## src/rtl/burst_seq_pkg.sv

```systemverilog
package burst_seq_pkg;
  localparam int LEN_LOG_MAX = 4;

  localparam logic [2:0] LEN_CODE_4    = 3'b001;
  localparam logic [2:0] LEN_CODE_8    = 3'b010;
  localparam logic [2:0] LEN_CODE_16   = 3'b011;
  localparam logic [2:0] LEN_CODE_CONT = 3'b111;

  typedef struct packed {
    logic                   cont;     // open-ended linear burst
    logic                   wrap;     // offset wraps inside the group
    logic [2:0]             grp_log;  // log2 of group size
    logic [LEN_LOG_MAX-1:0] beats_m1; // words in burst minus one
  } burst_cfg_t;
endpackage

```

## src/rtl/burst_len_decode.sv

```systemverilog
module burst_len_decode
  import burst_seq_pkg::*;
#(
  parameter int CONT_GRP_LOG = 2
) (
  input  logic       linear,
  input  logic [2:0] len_code,
  output burst_cfg_t cfg
);
  always_comb begin
    cfg.cont = 1'b0;
    cfg.wrap = ~linear;
    unique case (len_code)
      LEN_CODE_8: begin
        cfg.grp_log  = 3'd3;
        cfg.beats_m1 = LEN_LOG_MAX'(7);
      end
      LEN_CODE_16: begin
        cfg.grp_log  = 3'd4;
        cfg.beats_m1 = LEN_LOG_MAX'(15);
      end
      LEN_CODE_CONT: begin
        cfg.cont     = 1'b1;
        cfg.wrap     = 1'b0;
        cfg.grp_log  = 3'(CONT_GRP_LOG);
        cfg.beats_m1 = '1;
      end
      default: begin // 4-word code and all reserved codes
        cfg.grp_log  = 3'd2;
        cfg.beats_m1 = LEN_LOG_MAX'(3);
      end
    endcase
  end
endmodule

```

## src/rtl/burst_addr_step.sv

```systemverilog
module burst_addr_step
  import burst_seq_pkg::*;
#(
  parameter int ADDR_W = 16
) (
  input  logic [ADDR_W-1:0] cur_addr,
  input  burst_cfg_t        cfg,
  output logic [ADDR_W-1:0] nxt_addr,
  output logic              grp_enter
);
  logic [ADDR_W-1:0] grp_mask;
  logic [ADDR_W-1:0] inc_addr;

  for (genvar g = 0; g < ADDR_W; g++) begin : g_mask
    if (g < 8) begin : g_low
      assign grp_mask[g] = (cfg.grp_log > 3'(g));
    end else begin : g_high
      assign grp_mask[g] = 1'b0;
    end
  end

  assign inc_addr = cur_addr + ADDR_W'(1);

  always_comb begin
    if (cfg.wrap) nxt_addr = (cur_addr & ~grp_mask) | (inc_addr & grp_mask);
    else          nxt_addr = inc_addr;
    grp_enter = ~cfg.wrap && ((nxt_addr & grp_mask) == '0);
  end
endmodule

```

## src/rtl/burst_beat_cnt.sv

```systemverilog
module burst_beat_cnt #(
  parameter int CNT_W = 4
) (
  input  logic             clk,
  input  logic             rst_n,
  input  logic             load,
  input  logic [CNT_W-1:0] load_val,
  input  logic             step,
  output logic             at_last
);
  logic [CNT_W-1:0] remain_q;

  always_ff @(posedge clk) begin
    if (!rst_n)     remain_q <= '0;
    else if (load)  remain_q <= load_val;
    else if (step)  remain_q <= remain_q - CNT_W'(1);
  end

  assign at_last = (remain_q == '0);
endmodule

```

## src/rtl/burst_addr_seq.sv

```systemverilog
module burst_addr_seq
  import burst_seq_pkg::*;
#(
  parameter int ADDR_W       = 16,
  parameter int CONT_GRP_LOG = 2
) (
  input  logic              clk,
  input  logic              rst_n,
  input  logic              chip_en_n,
  input  logic              cfg_linear,
  input  logic [2:0]        cfg_len,
  input  logic              start_valid,
  output logic              start_ready,
  input  logic [ADDR_W-1:0] start_addr,
  output logic              addr_valid,
  input  logic              addr_ready,
  output logic [ADDR_W-1:0] addr_out,
  output logic              fetch_req,
  output logic              burst_done
);
  burst_cfg_t        dec_cfg;
  burst_cfg_t        cfg_q;
  logic [ADDR_W-1:0] addr_q;
  logic [ADDR_W-1:0] nxt_addr;
  logic              grp_enter;
  logic              valid_q, fetch_q, done_q;
  logic              accept, take, cnt_last, last_beat, wrap_act;

  burst_len_decode #(.CONT_GRP_LOG(CONT_GRP_LOG)) u_dec (
    .linear   (cfg_linear),
    .len_code (cfg_len),
    .cfg      (dec_cfg)
  );

  burst_addr_step #(.ADDR_W(ADDR_W)) u_step (
    .cur_addr  (addr_q),
    .cfg       (cfg_q),
    .nxt_addr  (nxt_addr),
    .grp_enter (grp_enter)
  );

  burst_beat_cnt #(.CNT_W(LEN_LOG_MAX)) u_cnt (
    .clk      (clk),
    .rst_n    (rst_n),
    .load     (accept),
    .load_val (dec_cfg.beats_m1),
    .step     (take),
    .at_last  (cnt_last)
  );

  assign start_ready = ~valid_q & ~chip_en_n;
  assign accept      = start_valid & start_ready;
  assign take        = valid_q & addr_ready;
  assign last_beat   = cnt_last & ~cfg_q.cont;
  assign wrap_act    = cfg_q.wrap;

  always_ff @(posedge clk) begin
    if (!rst_n) begin
      valid_q <= 1'b0;
      fetch_q <= 1'b0;
      done_q  <= 1'b0;
      addr_q  <= '0;
      cfg_q   <= '0;
    end else if (chip_en_n) begin
      valid_q <= 1'b0;
      fetch_q <= 1'b0;
      done_q  <= 1'b0;
    end else if (accept) begin
      valid_q <= 1'b1;
      fetch_q <= 1'b1;
      done_q  <= 1'b0;
      addr_q  <= start_addr;
      cfg_q   <= dec_cfg;
    end else if (take) begin
      if (last_beat) begin
        valid_q <= 1'b0;
        fetch_q <= 1'b0;
        done_q  <= 1'b1;
      end else begin
        addr_q  <= nxt_addr;
        fetch_q <= grp_enter;
        done_q  <= 1'b0;
      end
    end else begin
      fetch_q <= 1'b0;
      done_q  <= 1'b0;
    end
  end

  assign addr_valid = valid_q;
  assign addr_out   = addr_q;
  assign fetch_req  = fetch_q;
  assign burst_done = done_q;
endmodule

```

## config.mk

```make
export PLATFORM = sky130hd
export DESIGN_NAME = burst_addr_seq
export DESIGN_NICKNAME = d
export VERILOG_FILES = /design/src/rtl/burst_seq_pkg.sv /design/src/rtl/burst_len_decode.sv /design/src/rtl/burst_addr_step.sv /design/src/rtl/burst_beat_cnt.sv /design/src/rtl/burst_addr_seq.sv
export SDC_FILE = /design/constraint.sdc
export NUM_CORES = 1
export LEC_CHECK = 0
export ABC_AREA = 1
export BUFFER_PORTS_ARGS = -buffer_cell sky130_fd_sc_hd__buf_4
export CAP_MARGIN = 20
export CORE_MARGIN = 10
export CORE_UTILIZATION = 38
export DETAILED_ROUTE_END_ITERATION = 6
export SETUP_SLACK_MARGIN = 0.05
export SLEW_MARGIN = 20
export SYNTH_ARGS = -nofsm -noshare
export SYNTH_HDL_FRONTEND = slang
export SYNTH_SLANG_ARGS = --single-unit
```

## constraint.sdc

```tcl
create_clock -name clk -period 3.17 [get_ports clk]
set_input_delay 0 -clock clk [delete_from_list [all_inputs] [get_ports clk]]
set_output_delay 0 -clock clk [all_outputs]
set_load 0.05 [all_outputs]
```

* Word-level counts from Yosys, hierarchy flattened
Index checks and enable logic that the tools add are counted.
W data, S select, Z words.
** Storage, ports and cells
- Register bits :: 28
** Cells by class
- Add/sub/neg operators :: 2
- Magnitude comparators :: 8
- Eq/ne operators :: 4
- Muxes and demuxes :: 15
- Bitwise gates (word level) :: 16
- Reduce and logical (&&, ||, !) cells :: 10
** Operators with widths (count)
- $mux W16 :: 4
- $and A16 B8 Y16 :: 2
- $pmux W7 S3 :: 1
- $add A16 B1 Y16 const B :: 1
- $and A16 B16 Y16 :: 1
- $logic_not A16 Y1 :: 1
- $not A8 Y16 :: 1
- $or A16 B16 Y16 :: 1
- $gt A3 B3 Y1 const B :: 4
- $mux W4 :: 2
- $mux W1 :: 7
- $not A1 Y1 :: 7
- $eq A3 B2 Y1 const B :: 2
- $gt A3 B1 Y1 const B :: 2
- $gt A3 B2 Y1 const B :: 2
- $and A1 B1 Y1 :: 4
- $logic_not A4 Y1 :: 1
- $reduce_and A2 Y1 :: 2
- $reduce_bool A2 Y1 :: 2
- $reduce_or A4 Y1 :: 1
- $sub A4 B1 Y4 const B :: 1
- $eq A3 B3 Y1 const B :: 1
- $reduce_and A3 Y1 :: 1
- $mux W2 :: 1
- 3 further kinds :: 3

* Logic depth before layout (Yosys ltp)
- Depth after elaboration :: 11
- Gate-level depth with buffers :: 11

* Modules after synthesis
From an unflattened synthesis, not the netlist that was laid out.
** Second synthesis, totals
- Cell total of the unflattened synthesis :: 380
- Area total of the unflattened synthesis :: 2298.5 µm²
** Modules (own cells, without submodules)
- burst_addr_seq :: times used 1, cells an instance 215, area each 1361.3 µm², sequential area each 560.5 µm²
- burst_addr_step :: times used 1, cells an instance 110, area each 611.8 µm², sequential area each 0.0 µm²
- burst_beat_cnt :: times used 1, cells an instance 40, area each 252.7 µm², sequential area each 80.1 µm²
- burst_len_decode :: times used 1, cells an instance 15, area each 72.6 µm², sequential area each 0.0 µm²

* Least setup slack after synthesis
Ideal clock, no wire load.
- Path type :: flip-flop to flip-flop
- Start point :: reg valid_q (netlist: addr_valid)
- End point :: reg addr_q[12] (netlist: addr_out[12])
- Library setup time :: 0.118 ns
- Data arrival time :: 1.986 ns
- Path slack :: 1.067 ns
- Cell stages (with the launch flop) :: 12
- Path through :: dfxtp_1 > nor2_2 > nand2_2 > buf_6 > nand2_4 > nand2_4 > nor2_8 > o21ai_4 > clkinv_4 > nand2_1 > nor2_1 > nor2_1
** On the way
- Longest elaborated chain between the ends :: 5
- Elaborated cells between the ends (all ways) :: 8
** RTL lines
- start: declaration :: RTL line burst_addr_seq.sv:26 : logic valid_q, fetch_q, done_q;
- start signal: assignment :: RTL line burst_addr_seq.sv:59 : valid_q <= 1'b0;
- start signal: assignment :: RTL line burst_addr_seq.sv:65 : valid_q <= 1'b0;
- start signal: assignment :: RTL line burst_addr_seq.sv:69 : valid_q <= 1'b1;
- $not A1 Y1 (*) :: RTL line burst_addr_seq.sv:51 : assign start_ready = ~valid_q & ~chip_en_n;
- $and A1 B1 Y1 (*) :: RTL line burst_addr_seq.sv:51
- net start_ready :: RTL line burst_addr_seq.sv:13 : output logic start_ready,
- $and A1 B1 Y1 (*) :: RTL line burst_addr_seq.sv:52 : assign accept = start_valid & start_ready;
- $ne A2 B2 Y1 (no line) or $reduce_bool A2 Y1 (tied branches)
- $reduce_and A3 Y1 (no line)
- end signal: assignment :: RTL line burst_addr_seq.sv:72 : addr_q <= start_addr;
- end signal: assignment :: RTL line burst_addr_seq.sv:80 : addr_q <= nxt_addr;
- end: declaration :: RTL line burst_addr_seq.sv:23 : logic [ADDR_W-1:0] addr_q;
Mark *: on every way through the listed nets, which the timed path passes. The rest lies on a longest branch.
A chain may end at the register's enable or synchronous reset.

* Worst setup path after layout
- Start point :: reg valid_q (netlist: addr_valid)
- End point :: reg addr_q[12] (netlist: addr_out[12])
** On the way
- Longest elaborated chain between the ends :: 5
- Elaborated cells between the ends (all ways) :: 8
** RTL lines (RTL line)
- $not A1 Y1 :: burst_addr_seq.sv:51
- $and A1 B1 Y1 :: burst_addr_seq.sv:51
- $and A1 B1 Y1 :: burst_addr_seq.sv:52
- $ne A2 B2 Y1 (no line) or $reduce_bool A2 Y1 (tied branches)
- $reduce_and A3 Y1 (no line)
Several ways; a longest one is shown, not always the timed one.

==> metrics <==
fin crit period 2160 ps; Hold/Removal Path Class primary input to register; critical-path maximum fanout 24; Worst R2R End addr_out[12]; clk_skew 2.51 ps; Worst EP required 3350 ps; htree depth 1; Die ar. 7890 um^2; total global-route track usage 13.3%; fmax 464 MHz; CP Capture Type register; Max VDD drop 158 uV; Worst-Skew Late Latency 270 ps; total wire length 5.10 mm; unrepaired setup endpoints after global routing no; syn_area_per_cell 6.25 um^2; vias in the first global route 1886; share of flip-flops with an asynchronous set or reset 0%; FF-to-FF Start addr_valid; layout cells sized above 1 18.4%; ANT nets after route 0; synthesized cell area 1800 um^2; most common flop cell mapped by yosys dfxtp_1; setup bufs post-CTS 0; Nets 361; initial antenna violation count 0; max_slew headroom 65.6%; via count 1910; DRC errors left 0; Placer Congestion 0.794; Site Rows 24; number of synthesized flops with an enable pin 0; flops & latches, synth 28; Root Buffer clkbuf_8; CTS Buf Count 3; Final Cycle Share 68.1%; Ant. Diodes 0; CTS Buffer Depth 2; CTS-repair resized insts 0; Initial Utilization 40.2%; R2R cell count 9; crit path DAT 2340 ps; IO buf count 44; Max-Cap Viols 0; TritonCTS clock tree done; Power per Cell Area 374 nW/um^2; design area 2240 um^2; Die Wd 88.8 um; fraction of the yosys area taken by sequential cells 31.2%; CTS clk-pin slew, worst paths 100 ps; largest net degree at the start of global routing 25; worst slew pin tran 514 ps; Setup Crit Path Kind register to register; utilization after layout 50.1%; Initial DRC Count 138; dpl cell area 2160 um^2; Worst Setup Start Kind register; setup_tns 0 ps; count of final hold-check violations 0; core footprint 4470 um^2; Inst Count DP 377; via-per-instance ratio 4.97; fin cells 384; GRT overflow 0; crit path launch addr_valid; Initial DRT Pass Iterations 4; synthesized net count 316; first-pass GRT wire length 8.61 mm; Post-CTS Hold Buffers 3; count of cell types in the netlist 32; Pins Over Slew Limit 0; io pins 45; outcome complete, no violations; wire length per cell 13.3 um; CTS sink count 28; flop-to-flop setup slack 1010 ps; leakage 1.05 nW; worst setup path endpoint addr_out[12]; area delta synth->final 24.6%; die extent in y 88.8 um; yosys warns 0; Gate Count Post-Synth 288; DP Wirelength 3.86 mm; Setup Viol. Count Final 0
==> worst min path at each step <==
stage,startpoint,to,slack [ps],cells after the start
after global routing,start_addr[13],addr_out[13],30,5
after CTS,chip_en_n,addr_valid,1,4
after global placement,start_addr[5],addr_out[5],280,3
after detailed placement,start_addr[5],addr_out[5],270,3
final,chip_en_n,addr_valid,3,4
after floorplan,chip_en_n,start_ready,100,1
==> per-layer routing <==
metal | vias up | GRT usage (%) | wire length [um]
met3 | 2 | 3.31 | 353
met2 | 33 | 22.5 | 2370
li1 | 1021 | - | -
met1 | 854 | 16.7 | 2340
met4 | 0 | 2.64 | 27
met5 | - | 0 | 0
==> per-stage QoR <==
step | hold WS, ps | power (mW) | worst slack, ps
after floorplan | 98.5 | 0.544 | 1070
after global placement | 277 | 0.614 | 1100
after detailed placement | 270 | 0.614 | 1030
after CTS | 1.45 | 0.848 | 1000
after global routing | 31.3 | 0.884 | 751
final | 3.45 | 0.838 | 1010
==> cells by family (layout without fill, tap and decap cells) <==
logic type,Yosys count,count (layout),share of synthesized area (%)
AO/OA/AOI/OAI,60,60,19.0
flip-flops,28,28,31.2
AND/OR/NAND/NOR,144,144,35.3
adder cells (fa/ha/maj),3,3,2.09
XOR/XNOR,2,2,0.974
buffers and inverters,51,95,11.5
==> area by class of cell <==
cell class | instances | area [um^2]
Fill cell | 468 | 2230
Inverter | 44 | 170
Tap cell | 52 | 65.1
Multi-Input combinational cell | 209 | 1030
Sequential cell | 28 | 561
Clock buffer | 4 | 55.1
Timing Repair Buffer | 47 | 360
==> state kept, by name, summed over array words and instances (netlist names) <==
signal and cells:
u_cnt.remain_q 4, addr_out 16, wrap_act 1, cfg_q 4, burst_done 1, addr_valid 1, fetch_req 1
==> Yosys cell counts, types with 4 or more instances <==
cell      number  area [um^2]
nor2_1        35          131
inv_1         41          154
o21ai_0       18         90.1
dfxtp_1       28          561
o21ai_1        5         25.0
nand3_1       30          150
nand2_1       66          248
a21oi_1       23          115
o211ai_1       4         30.0
==> report_power, final <==
part	internal (mW)	leakage, nW	switching (mW)
combinational	0.0783	0.793	0.136
clock	0.111	0.0288	0.119
sequential	0.371	0.228	0.0222
total	0.561	1.05	0.277
==> critical path, stage by stage, from the launching register on <==
cell and delay, ps:
dfxtp_1 410, nor2_2 70, nand2_2 320, inv_2 310, nor2_2 310, nor2_8 90
o21ai_4 140, clkinv_4 160, o21ai_0 180, nor2_1 60
==> placed cells by master, fill, tap and decap left out, types with 2 or more instances in the layout <==
| master | instances |
|---|---|
| dlygate4sd3_1 | 3 |
| o21ai_1 | 5 |
| nand3_1 | 30 |
| nand2_4 | 2 |
| a21oi_1 | 23 |
| nor2_2 | 3 |
| nor3_1 | 3 |
| o21ai_0 | 18 |
| ha_1 | 3 |
| clkbuf_8 | 4 |
| a22oi_1 | 2 |
| a31oi_1 | 3 |
| o211ai_1 | 4 |
| buf_4 | 44 |
| inv_2 | 2 |
| o21bai_1 | 2 |
| dfxtp_1 | 28 |
| nand2_1 | 66 |
| inv_1 | 41 |
| nor2_1 | 35 |
(Power assumes the default switching activity.)
